**src/rtl/uart_tx_pkg.sv**
```systemverilog
package uart_tx_pkg;
  typedef enum logic [2:0] {
    PAR_NONE  = 3'd0,
    PAR_ODD   = 3'd1,
    PAR_EVEN  = 3'd2,
    PAR_SPACE = 3'd3,
    PAR_MARK  = 3'd4
  } par_mode_e;

  typedef enum logic [1:0] {
    STOP_HALF     = 2'd0,
    STOP_ONE      = 2'd1,
    STOP_ONE_HALF = 2'd2,
    STOP_TWO      = 2'd3
  } stop_mode_e;

  typedef enum logic [2:0] {
    ST_IDLE,
    ST_START,
    ST_DATA,
    ST_PAR,
    ST_STOP
  } tx_state_e;
endpackage

```
**src/rtl/uart_tx_order.sv**
```systemverilog
module uart_tx_order #(
  parameter int W        = 9,
  parameter int MIN_BITS = 5,
  localparam int CW      = $clog2(W + 1),
  localparam int IW      = $clog2(W)
) (
  input  logic [W-1:0]  data_i,
  input  logic [CW-1:0] nbits_i,
  input  logic          msb_first_i,
  output logic [W-1:0]  word_o,
  output logic [CW-1:0] nbits_o
);
  always_comb begin
    if (nbits_i < CW'(MIN_BITS))  nbits_o = CW'(MIN_BITS);
    else if (nbits_i > CW'(W))    nbits_o = CW'(W);
    else                          nbits_o = nbits_i;
  end

  // word_o bit 0 is always the first bit on the line
  always_comb begin
    word_o = '0;
    for (int i = 0; i < W; i++) begin
      if (i < int'(nbits_o))
        word_o[i] = msb_first_i ? data_i[IW'(int'(nbits_o) - 1 - i)] : data_i[i];
    end
  end
endmodule

```
**src/rtl/uart_tx_parity.sv**
```systemverilog
module uart_tx_parity #(
  parameter int W = 9
) (
  input  logic [W-1:0] word_i,
  input  logic [2:0]   mode_i,
  output logic         bit_o,
  output logic         en_o
);
  import uart_tx_pkg::*;

  always_comb begin
    en_o  = 1'b1;
    bit_o = 1'b0;
    case (par_mode_e'(mode_i))
      PAR_ODD:   bit_o = ~^word_i;
      PAR_EVEN:  bit_o = ^word_i;
      PAR_SPACE: bit_o = 1'b0;
      PAR_MARK:  bit_o = 1'b1;
      default:   en_o  = 1'b0;
    endcase
  end
endmodule

```
**src/rtl/uart_tx_timer.sv**
```systemverilog
module uart_tx_timer #(
  parameter int W = 17
) (
  input  logic         clk_i,
  input  logic         rst_ni,
  input  logic         load_i,
  input  logic [W-1:0] val_i,
  output logic         done_o
);
  logic [W-1:0] cnt_q;

  always_ff @(posedge clk_i or negedge rst_ni) begin
    if (!rst_ni)            cnt_q <= '0;
    else if (load_i)        cnt_q <= val_i;
    else if (cnt_q != '0)   cnt_q <= cnt_q - 1'b1;
  end

  assign done_o = (cnt_q == '0);
endmodule

```
**src/rtl/uart_frame_tx.sv**
```systemverilog
module uart_frame_tx #(
  parameter int MAX_BITS = 9,
  parameter int MIN_BITS = 5,
  parameter int CPB_W    = 16,
  localparam int CW      = $clog2(MAX_BITS + 1),
  localparam int TW      = CPB_W + 1
) (
  input  logic                clk_i,
  input  logic                rst_ni,
  input  logic                in_valid_i,
  output logic                in_ready_o,
  input  logic [MAX_BITS-1:0] in_data_i,
  input  logic [CW-1:0]       cfg_nbits_i,
  input  logic                cfg_msb_first_i,
  input  logic [2:0]          cfg_parity_i,
  input  logic [1:0]          cfg_stop_i,
  input  logic                cfg_inv_line_i,
  input  logic                cfg_inv_payload_i,
  input  logic [CPB_W-1:0]    cfg_cpb_i,
  output logic                tx_o,
  output logic                busy_o
);
  import uart_tx_pkg::*;

  tx_state_e           state_q;
  logic [MAX_BITS-1:0] shreg_q, word_d;
  logic [CW-1:0]       nbits_q, left_q, nbits_d;
  logic                par_q, par_en_q, par_d, par_en_d;
  logic [1:0]          stop_q;
  logic                il_q, ip_q, tx_q;
  logic [CPB_W-1:0]    cpb_q;
  logic                accept, bit_done, go_stop, t_load;
  logic [TW-1:0]       t_val, half_len, stop_len;

  uart_tx_order #(.W(MAX_BITS), .MIN_BITS(MIN_BITS)) u_order (
    .data_i(in_data_i), .nbits_i(cfg_nbits_i), .msb_first_i(cfg_msb_first_i),
    .word_o(word_d), .nbits_o(nbits_d)
  );

  uart_tx_parity #(.W(MAX_BITS)) u_par (
    .word_i(word_d), .mode_i(cfg_parity_i), .bit_o(par_d), .en_o(par_en_d)
  );

  assign accept   = in_valid_i && (state_q == ST_IDLE);
  assign half_len = TW'(cpb_q) >> 1;

  always_comb begin
    case (stop_mode_e'(stop_q))
      STOP_HALF:     stop_len = half_len;
      STOP_ONE:      stop_len = TW'(cpb_q);
      STOP_ONE_HALF: stop_len = TW'(cpb_q) + half_len;
      default:       stop_len = TW'(cpb_q) << 1;
    endcase
  end

  assign go_stop = bit_done && ((state_q == ST_PAR) ||
                   (state_q == ST_DATA && left_q == '0 && !par_en_q));
  assign t_load  = accept || (bit_done && (state_q == ST_START ||
                   state_q == ST_DATA || state_q == ST_PAR));
  assign t_val   = accept  ? TW'(cfg_cpb_i) - 1'b1 :
                   go_stop ? stop_len - 1'b1 : TW'(cpb_q) - 1'b1;

  uart_tx_timer #(.W(TW)) u_timer (
    .clk_i(clk_i), .rst_ni(rst_ni), .load_i(t_load), .val_i(t_val), .done_o(bit_done)
  );

  always_ff @(posedge clk_i or negedge rst_ni) begin
    if (!rst_ni) begin
      state_q  <= ST_IDLE;
      shreg_q  <= '0;
      nbits_q  <= '0;
      left_q   <= '0;
      par_q    <= 1'b0;
      par_en_q <= 1'b0;
      stop_q   <= '0;
      il_q     <= 1'b0;
      ip_q     <= 1'b0;
      cpb_q    <= '0;
      tx_q     <= 1'b1;
    end else begin
      case (state_q)
        ST_IDLE: begin
          tx_q <= ~cfg_inv_line_i;
          if (accept) begin
            state_q  <= ST_START;
            shreg_q  <= word_d;
            nbits_q  <= nbits_d;
            par_q    <= par_d;
            par_en_q <= par_en_d;
            stop_q   <= cfg_stop_i;
            il_q     <= cfg_inv_line_i;
            ip_q     <= cfg_inv_payload_i;
            cpb_q    <= cfg_cpb_i;
            tx_q     <= cfg_inv_line_i;
          end
        end
        ST_START: if (bit_done) begin
          state_q <= ST_DATA;
          left_q  <= nbits_q - 1'b1;
          tx_q    <= shreg_q[0] ^ ip_q ^ il_q;
        end
        ST_DATA: if (bit_done) begin
          if (left_q != '0) begin
            left_q  <= left_q - 1'b1;
            shreg_q <= shreg_q >> 1;
            tx_q    <= shreg_q[1] ^ ip_q ^ il_q;
          end else if (par_en_q) begin
            state_q <= ST_PAR;
            tx_q    <= par_q ^ ip_q ^ il_q;
          end else begin
            state_q <= ST_STOP;
            tx_q    <= ~il_q;
          end
        end
        ST_PAR: if (bit_done) begin
          state_q <= ST_STOP;
          tx_q    <= ~il_q;
        end
        ST_STOP: if (bit_done) begin
          state_q <= ST_IDLE;
          tx_q    <= ~il_q;
        end
        default: state_q <= ST_IDLE;
      endcase
    end
  end

  assign tx_o       = tx_q;
  assign busy_o     = (state_q != ST_IDLE);
  assign in_ready_o = (state_q == ST_IDLE);


  ready_idle_chk: assert property (@(posedge clk_i) disable iff (!rst_ni)
    in_ready_o |-> !busy_o);

  accept_src_chk: assert property (@(posedge clk_i) disable iff (!rst_ni)
    $rose(busy_o) |-> $past(in_valid_i));

  start_level_chk: assert property (@(posedge clk_i) disable iff (!rst_ni)
    $rose(busy_o) |-> (tx_o == il_q));

  stop_level_chk: assert property (@(posedge clk_i) disable iff (!rst_ni)
    (state_q == ST_STOP) |-> (tx_o == !il_q));

  bit_hold_chk: assert property (@(posedge clk_i) disable iff (!rst_ni)
    (state_q == ST_DATA && !bit_done) |=> (state_q == ST_DATA && $stable(tx_o)));

  frame_end_chk: assert property (@(posedge clk_i) disable iff (!rst_ni)
    $fell(busy_o) |-> (tx_o == !il_q));
endmodule

```
**config.mk**
```make
export PLATFORM = sky130hd
export DESIGN_NAME = uart_frame_tx
export DESIGN_NICKNAME = d
export VERILOG_FILES = /design/src/rtl/uart_tx_pkg.sv /design/src/rtl/uart_tx_order.sv /design/src/rtl/uart_tx_parity.sv /design/src/rtl/uart_tx_timer.sv /design/src/rtl/uart_frame_tx.sv
export SDC_FILE = /design/constraint.sdc
export NUM_CORES = 1
export LEC_CHECK = 0
export ABC_AREA = 0
export ABC_CLOCK_PERIOD_IN_PS = 5110
export BUFFER_PORTS_ARGS = -buffer_cell sky130_fd_sc_hd__buf_2
export CAP_MARGIN = 5
export CORE_MARGIN = 2
export CORE_UTILIZATION = 50
export CTS_CLUSTER_DIAMETER = 30
export DETAILED_ROUTE_END_ITERATION = 12
export PLACE_DENSITY = 0.73
export SLEW_MARGIN = 20
export SYNTH_ARGS = -nofsm -noshare
export SYNTH_HDL_FRONTEND = slang
export SYNTH_SLANG_ARGS = --single-unit
```
**constraint.sdc**
```tcl
create_clock -name clk_i -period 5.11 [get_ports clk_i]
set_input_delay 0.7665 -clock clk_i [delete_from_list [all_inputs] [get_ports clk_i]]
set_output_delay 0.7665 -clock clk_i [all_outputs]
set_load 0.01 [all_outputs]
```
# [After elaboration in Yosys (flattened, before gate mapping)]
# Cells that the tools add are included.
[totals] mem_bits_rw=0 romBits=0 regBits=60 memories=0 latch_bits=0
[classes] n_eq_ne=18 addsub=16 bitwise=8 div=0 multipliers=0 shift=0 n_reduce_logical=30 magnitude_cmp=20 mux=77
[op_table] operator="$mux 17" count=4
[op_table] operator="$lt 4x6->1 const B" count=9
[op_table] operator="$pmux 17 s3" count=1
[op_table] operator="$mux 1" count=43
[op_table] operator="$bmux 1 s4" count=9
[op_table] operator="$sub 16x1->17 const B" count=2
[op_table] operator="$sub 17x1->17 const B" count=2
[op_table] operator="$mux 9" count=3
[op_table] operator="$mux 3" count=7
[op_table] operator="$mux 4" count=5
[op_table] operator="$sub 4x4->4 const B" count=5
[op_table] operator="$pmux 9 s2" count=1
[op_table] operator="$add 16x15->17" count=1
[op_table] operator="$logic_not 17->1" count=1
[op_table] operator="$reduce_bool 17->1" count=1
[op_table] operator="$lt 3x4->1 const A" count=4
[op_table] operator="$pmux 3 s5" count=1
[op_table] operator="$eq 3x2->1 const B" count=4
[op_table] operator="$reduce_and 4->1" count=3
[op_table] operator="$sub 4x1->4 const B" count=3
[op_table] operator="$ne 2x2->1 const B" count=5
[op_table] operator="$reduce_xnor 9->1" count=1
[op_table] operator="$reduce_xor 9->1" count=1
[op_table] operator="$lt 1x4->1 const A" count=2
[op_table] operator="other kinds (29)" count=51

# [Longest topological paths before layout]
# Gate-level depths: netlist of run 1.
[depth] ltp_word=12 depth_mapped=19 depth_no_buf=15

# [Modules after synthesis]
# A second synthesis of run 1 with hierarchy kept.
[hier_totals] hier_cells=778 area_unflattened_um2=6247.2
[by_module_without_submodules] module="uart_frame_tx" seq_area_each_um2=1077.3 n_inst=1 area_per_inst_um2=3882.5 cells_per_inst=471
[by_module_without_submodules] module="uart_tx_order" seq_area_each_um2=0.0 n_inst=1 area_per_inst_um2=1188.6 cells_per_inst=179
[by_module_without_submodules] module="uart_tx_timer" seq_area_each_um2=425.4 n_inst=1 area_per_inst_um2=1054.8 cells_per_inst=116
[by_module_without_submodules] module="uart_tx_parity" seq_area_each_um2=0.0 n_inst=1 area_per_inst_um2=121.4 cells_per_inst=12

# [Least setup slack after synthesis of run 1]
# No wires, ideal clock.
[synth_path] kind="input to register" startpoint="in cfg_nbits_i[3]" endpoint="reg par_q" required_time_ps=4985 path_stages=18 slack_ps=419 arrival_time_ps=4566 path_buffers=5 cell_sequence="buf_2 > or4b_1 > and2_1 > buf_6 > buf_6 > ha_1 > clkbuf_1 > clkbuf_1 > o21ai_0 > a211o_1 > o31a_1 > o31ai_1 > xnor2_1 > xnor2_1 > xnor3_1 > mux2i_1 > o21ai_1 > mux2_2"
[synth_via] elab_chain_cells=12
[synth_lines] item="start, declared" line_no="uart_frame_tx.sv:13" text="input logic [CW-1:0] cfg_nbits_i,"
[synth_lines] item="$gt 4x4->1" line_no="uart_tx_order.sv:15" text="else if (nbits_i > CW'(W)) nbits_o = CW'(W);"
[synth_lines] item="$mux 4" line_no="uart_tx_order.sv:15"
[synth_lines] item="$mux 4 (*)" line_no="uart_tx_order.sv:14" text="if (nbits_i < CW'(MIN_BITS)) nbits_o = CW'(MIN_BITS);"
[synth_lines] item="net nbits_d[0]" line_no="uart_frame_tx.sv:27" text="logic [CW-1:0] nbits_q, left_q, nbits_d;"
[synth_lines] item="$sub 4x1->4" line_no="uart_tx_order.sv:24" text="word_o[i] = msb_first_i ? data_i[IW'(int'(nbits_o) - 1 - i)] : data_i[i];"
[synth_lines] item="$sub 4x2->4, or another cell as far along" line_no="uart_tx_order.sv:24"
[synth_lines] item="$bmux 1 s4" line_no="uart_tx_order.sv:24"
[synth_lines] item="$mux 1 (implied by the code) (2 in series)" line_no="uart_tx_order.sv:24"
[synth_lines] item="$mux 1" line_no="uart_tx_order.sv:24"
[synth_lines] item="$mux 1" line_no="uart_tx_order.sv:23" text="if (i < int'(nbits_o))"
[synth_lines] item="$reduce_xor 9->1 or $reduce_xnor 9->1 (tied branches)" line_no="uart_tx_parity.sv:16, uart_tx_parity.sv:15"
[synth_lines] item="$pmux 1 s3 (*)" line_no="uart_tx_parity.sv:14" text="case (par_mode_e'(mode_i))"
[synth_lines] item="end signal, assigned" line_no="uart_frame_tx.sv:88" text="par_q <= par_d;"
[synth_lines] item="end, declared" line_no="uart_frame_tx.sv:28" text="logic par_q, par_en_q, par_d, par_en_d;"
# The timed path passes the listed nets; every way through them passes the cells marked *. The select of a mux whose other input is x is not followed.
# A chain may end at the register's enable or synchronous reset.

# [Final worst setup path of run 1]
[layout_path] startpoint="in cfg_nbits_i[1]" endpoint="reg par_q"
[layout_via] elab_chain_cells=12
[layout_lines] item="$gt 4x4->1" line_no="uart_tx_order.sv:15"
[layout_lines] item="$mux 4" line_no="uart_tx_order.sv:15"
[layout_lines] item="$mux 4 (*)" line_no="uart_tx_order.sv:14"
[layout_lines] item="$sub 4x1->4" line_no="uart_tx_order.sv:24"
[layout_lines] item="$sub 4x2->4, or another cell as far along" line_no="uart_tx_order.sv:24"
[layout_lines] item="$bmux 1 s4" line_no="uart_tx_order.sv:24"
[layout_lines] item="$mux 1 (implied by the code) (2 in series)" line_no="uart_tx_order.sv:24"
[layout_lines] item="$mux 1" line_no="uart_tx_order.sv:24"
[layout_lines] item="$mux 1" line_no="uart_tx_order.sv:23"
[layout_lines] item="$reduce_xor 9->1 or $reduce_xnor 9->1 (tied branches)" line_no="uart_tx_parity.sv:16, uart_tx_parity.sv:15"
[layout_lines] item="$pmux 1 s3 (*)" line_no="uart_tx_parity.sv:14"
# Mark *: on every way between the ends. The rest lies on a longest branch, timed or not. The select of a mux whose other input is x is not followed.

==> results of run 1 <==
layer usage:
| layer | GRT usage | vias to the layer above | share of wire |
|---|---|---|---|
| met1 | 0.322 | 2522 | 0.44 |
| met4 | 0.0696 | 0 | 0.012 |
| li1 | - | 2624 | - |
| met5 | 0 | - | 0 |
| met2 | 0.434 | 161 | 0.49 |
| met3 | 0.0459 | 22 | 0.055 |
Yosys cell counts (7+ instances only):
library cell | count | area, sq um
ha_1 | 21 | 263
o22ai_1 | 8 | 50.1
dfrtp_1 | 59 | 1480
nor2_1 | 57 | 214
o21a_1 | 7 | 52.6
nor3_1 | 26 | 130
a21oi_1 | 38 | 190
o21ai_0 | 55 | 275
a211oi_1 | 10 | 75.1
nand3_1 | 13 | 65.1
mux2i_1 | 23 | 230
nand2b_1 | 16 | 100
xnor2_1 | 20 | 175
mux4_2 | 11 | 248
and2_1 | 7 | 43.8
nand2_1 | 121 | 454
a31oi_1 | 9 | 56.3
xor2_1 | 9 | 78.8
a21o_1 | 10 | 75.1
clkbuf_1 | 32 | 120
inv_1 | 29 | 109
how the worst max path moves through the flow:
stage | startpoint | to | depth (start not counted)
4_1_cts | cfg_nbits_i[0] | par_q | 14
3_5_place_dp | cfg_nbits_i[0] | par_q | 13
3_3_place_gp | cfg_nbits_i[0] | par_q | 14
5_1_grt | cfg_nbits_i[1] | par_q | 16
2_1_floorplan | cfg_nbits_i[3] | par_q | 18
6_report | cfg_nbits_i[1] | par_q | 16
metrics by stage:
| stage | worst slack (ns) | cells | instance area [sq um] | utilization |
|---|---|---|---|---|
| 2_1_floorplan | 0.419 | 708 | 5640 | - |
| 4_1_cts | 0.678 | 882 | 6330 | 0.579 |
| 6_report | 0.663 | 882 | 6330 | 0.579 |
| 5_1_grt | 0.470 | 882 | 6330 | 0.579 |
| 3_3_place_gp | 0.443 | 866 | 5970 | 0.546 |
| 3_5_place_dp | 0.374 | 866 | 5970 | 0.546 |
where the power goes:
group	switching (uW)	leakage (uW)	internal, uW
combinational	304	0.00190	259
sequential	66.3	0.000756	543
clock	223	0.000172	504
total	593	0.00283	1310
sequential cells by signal, summed over array words and instances, names as in the netlist:
name and flops:
il_q 1, nbits_q 4, tx_o 1, par_en_q 1
state_q 3, left_q 4, stop_q 2, ip_q 1
par_q 1, shreg_q 9, u_timer.cnt_q 17, cpb_q 16
logic make-up (layout without fill, tap and decap cells):
kind of cell | count (synthesis) | count (layout) | synth area share
AOI/OAI and AO/OA | 199 | 199 | 0.233
muxes | 43 | 43 | 0.104
xor gates and xnor gates | 30 | 30 | 0.0491
adders and majority gates | 23 | 23 | 0.0520
DFF | 60 | 60 | 0.267
buffers and inverters | 71 | 105 | 0.0528
and+or+nand+nor | 282 | 282 | 0.242
area by class of cell:
cell class / instances / area, sq um
clock inverters: 5 / 106
well taps: 140 / 175
fillers: 1015 / 4610
flip-flops and latches: 60 / 1500
clock buffers: 11 / 253
multi-input cells: 577 / 3840
inverters: 30 / 113
repair buffers: 59 / 338
worst max-delay path, cell delays in order:
cell,delay [ns]
buf_2,0.14
or4b_1,0.55
and2_1,0.26
inv_2,0.19
ha_1,0.35
nand2b_1,0.25
o22ai_1,0.09
a211o_1,0.32
o31a_1,0.12
o31ai_1,0.40
xnor2_1,0.15
xnor2_1,0.20
xnor3_1,0.37
mux2i_1,0.16
o21ai_1,0.07
mux2_2,0.27
==> run metrics, run 1 <==
VDD IR max 193 uV; core area between 10,000 and 15,000 sq um; endpoints failing hold 0; CTS H-tree depth 3; initial cell density of the core 0.515; count of final setup violators 0; Die Footprint 12,100 sq um; CTS-repair resized insts 0; minimum clock period 4.45 ns; sequential share of the synthesized area 0.267; commonest non-fill, non-tap cells in the layout nand2_1 (121), dfrtp_1 (59), nor2_1 (57); vias per inst 6.04; vias in the first global route ~5k; initial antenna violation count 0; clock sinks 60; Fmax 225 MHz; hold-fix buffer count after cts 0; Clock Path Buffers 2; CP startpoint kind input port; FF-to-FF Start state_q[1]; actual slew at the worst max-slew pin 0.929 ns; grt ovf 0; hold depth 2; CP arrival roughly 4.7 ns; DRC 0; R2R depth 14; PD cells 300 nW/um^2; EDFF count, synth 0; Clock Skew 0.00915 ns; Net Count, Synth 770; asr flop ratio synth 1.00; die height 110 um; post-synthesis register bit count 60; Yosys cell types 83; hold slack 0.485 ns; cells after synthesis 708; Critical Path Fanout Max 10; HP Start nbits_q[0]; routed len/inst approximately 16 um; RSZ-0062 raised after global routing no; Ports 43; Main synth FF type dfrtp_1; hpwl dp 10.5 mm; Crit Path Category input port to flip-flop; Placer Congestion roughly 0.9; Critical R2R Capture u_timer.cnt_q[16]; clock slew at reported path FFs approximately 0.05 ns; largest net degree at the start of global routing 61; Leak between 0.002 and 0.003 uW; antenna cells 0; synthesis-to-layout area growth 12.3%; Worst Hold Class flip-flop to flip-flop; nets 799; Final Cycle Share 0.870; commonest non-fill, non-tap cell in the layout nand2_1; Initial DRT Pass Iterations 5; via count around 5.3k; PortBufs 42; yosys synthesis warning count 0; cell area after synthesis 5640 sq um; Max Cap Violations 0; TNS Setup 0 ns; ANT nets after route 0; Worst Path Required 5.33 ns; layout cells sized above 1 0.150; postcts setup bufs 0; DRT iter0 DRCs 341; Worst setup EP type flip-flop; first-pass GRT wire length around 24 mm; Tot Pwr approximately 1900 uW; Num CTS Buffers 9; floorplan row count 38; clk_lat worst skew approximately 0.34 ns; pins over their slew limit 0; status completed; Hold Path End nbits_q[0]; Die X 110 um; all-layer global routing usage 0.251; Slew Limit Headroom 0.380; FF-to-FF setup slack just over 1 ns; Mapped Avg Cell Area 7.96 sq um; CTS tree done; CTS root buf clkbuf_16; Detailed Route WL around 14 mm
Note: power is estimated with default switching activity, not from simulation.
==> run 2: changes to the inputs <==
- CTS_BUF_LIST: default -> sky130_fd_sc_hd__clkbuf_4 sky130_fd_sc_hd__clkbuf_8
==> run 2 against run 1 <==
Net effect:
- register-to-register slack about the same
- cell area shrank 1.6%
- clock-buffer cell count unchanged
- utilization is 0.93 points lower
- clock power shrank 24%
- clock skew is 0.0093 ns higher
- global-route usage shrank 0.22 points
- non-clock buffer count is the same
- worst hold slack improved by 0.0012 ns
- via count grew 0.19%
- cell count unchanged
- combinational power barely moved
- highest routed layer unchanged
==> run metrics, run 2 (synthesis results as in run 1) <==
status completed (unchanged); Worst setup EP type flip-flop (unchanged); CTS H-tree depth 3 (unchanged); all-layer global routing usage 0.249 (was 0.251); Detailed Route WL 14.4 mm (about the same); Largest regs u_timer.cnt_q x17, cpb_q x16, shreg_q x9 (unchanged); Crit Path Category input port to flip-flop (unchanged); Leak 0.00279 uW (was 0.00283 uW); CP startpoint kind input port (unchanged); nets 799 (unchanged); VDD IR max 159 uV (was 193 uV); Final Cycle Share 0.864 (was 0.870); Initial DRT Pass Iterations 5 (unchanged); initial antenna violation count 0 (unchanged); pins over their slew limit 0 (unchanged); floorplan row count 38 (unchanged); via count 5,339 (was 5,329); Worst Hold Class flip-flop to flip-flop (unchanged); Clock Path Buffers 2 (unchanged); Num CTS Buffers 9 (unchanged); commonest non-fill, non-tap cell in the layout nand2_1 (unchanged); hold-fix buffer count after cts 0 (unchanged); minimum clock period 4.42 ns (was 4.45 ns); Slew Limit Headroom 0.366 (was 0.380); CTS tree done (unchanged); core area 10,900 sq um (unchanged); die height 110 um (unchanged); clock slew at reported path FFs 0.07 ns (was 0.05 ns); Placer Congestion 0.920 (unchanged); Tot Pwr 1720 uW (was 1900 uW); Max Cap Violations 0 (unchanged); count of final setup violators 0 (unchanged); clock sinks 60 (unchanged); TNS Setup 0 ns (unchanged); DRT iter0 DRCs 298 (was 341); antenna cells 0 (unchanged); PD cells 276 nW/um^2 (was 300 nW/um^2); DRC 0 (unchanged); Worst Path Required 5.35 ns (was 5.33 ns); clk_lat worst skew 0.36 ns (was 0.34 ns); largest register by flop count u_timer.cnt_q (unchanged); CTS root buf clkbuf_8 (was clkbuf_16); vias per inst 6.05 (was 6.04); initial cell density of the core 0.515 (unchanged); Fmax 226 MHz (was 225 MHz); vias in the first global route 5,132 (was 5,141); utilization after layout 0.569 (was 0.579); Ports 43 (unchanged); layout cells sized above 1 0.150 (unchanged); largest net degree at the start of global routing 61 (unchanged); CTS-repair resized insts 0 (unchanged); CP arrival 4.65 ns (was 4.66 ns); ANT nets after route 0 (unchanged); max FFs per register 17 (unchanged); Die Footprint 12,100 sq um (unchanged); grt ovf 0 (unchanged); Clock Skew 0.0185 ns (was 0.00915 ns); first-pass GRT wire length 24.0 mm (was 24.1 mm); postcts setup bufs 0 (unchanged); PortBufs 42 (unchanged); actual slew at the worst max-slew pin 0.948 ns (was 0.929 ns); Die X 110 um (unchanged); synthesis-to-layout area growth 10.5% (was 12.3%); commonest non-fill, non-tap cells in the layout nand2_1 (121), dfrtp_1 (59), nor2_1 (57) (unchanged); Critical Path Fanout Max 10 (unchanged); routed len/inst 16.3 um (was 16.4 um); hpwl dp 10.5 mm (unchanged); RSZ-0062 raised after global routing no (unchanged); endpoints failing hold 0 (unchanged)
run 2: cell types whose count changed in the layout (fill, tap and decap cells not counted):
cell and change:
clkbuf_16 -9, clkbuf_8 +9
run 2: where the power goes:
group | total [uW] | internal, uW | switching, uW
Sequential | 607 | 542 | 65.5
Clock | 553 | 352 | 201
Combinational | 561 | 259 | 301
run 2: layer usage:
layer | GRT usage | vias up | share of wire
met3 | 0.0453 | 26 | 0.062
met2 | 0.431 | 196 | 0.49
met1 | 0.319 | 2500 | 0.43
met4 | 0.0688 | 0 | 0.013
met5 | 0 | - | 0
li1 | - | 2617 | -
run 2: critical path: stages:
cell and delay [ns]:
buf_2 0.14, or4b_1 0.55, and2_1 0.26, inv_2 0.19, ha_1 0.35, nand2b_1 0.25, o22ai_1 0.09, a211o_1 0.32
o31a_1 0.12, o31ai_1 0.40, xnor2_1 0.15, xnor2_1 0.20, xnor3_1 0.37, mux2i_1 0.16, o21ai_1 0.07, mux2_2 0.26
run 2: worst paths after layout:
check,from,to,slack (ns),cells after the start
min reg2reg,tx_o,tx_o,0.49,2
min,tx_o,tx_o,0.49,2
min in group asynchronous,rst_ni,il_q,0.58,2
max in group asynchronous,rst_ni,cpb_q[13],3.99,2
max,cfg_nbits_i[1],par_q,0.69,16
max reg2reg,left_q[1],u_timer.cnt_q[16],1.02,14
run 2: final cells by class:
cell class / count / area [sq um]
multi-input cells: 577 / 3840
repair buffers: 59 / 338
inverters: 30 / 113
well taps: 140 / 175
clock inverters: 5 / 106
fillers: 1024 / 4710
flip-flops and latches: 60 / 1500
clock buffers: 11 / 151
run 2: per-stage QoR:
step	hold slack, ns	instances	cell area [sq um]	setup slack (ns)
4_1_cts	0.487	882	6230	0.722
6_report	0.487	882	6230	0.695
3_3_place_gp	0.466	866	5970	0.443
3_5_place_dp	0.470	866	5970	0.374
2_1_floorplan	0.449	708	5640	0.419
5_1_grt	0.512	882	6230	0.508
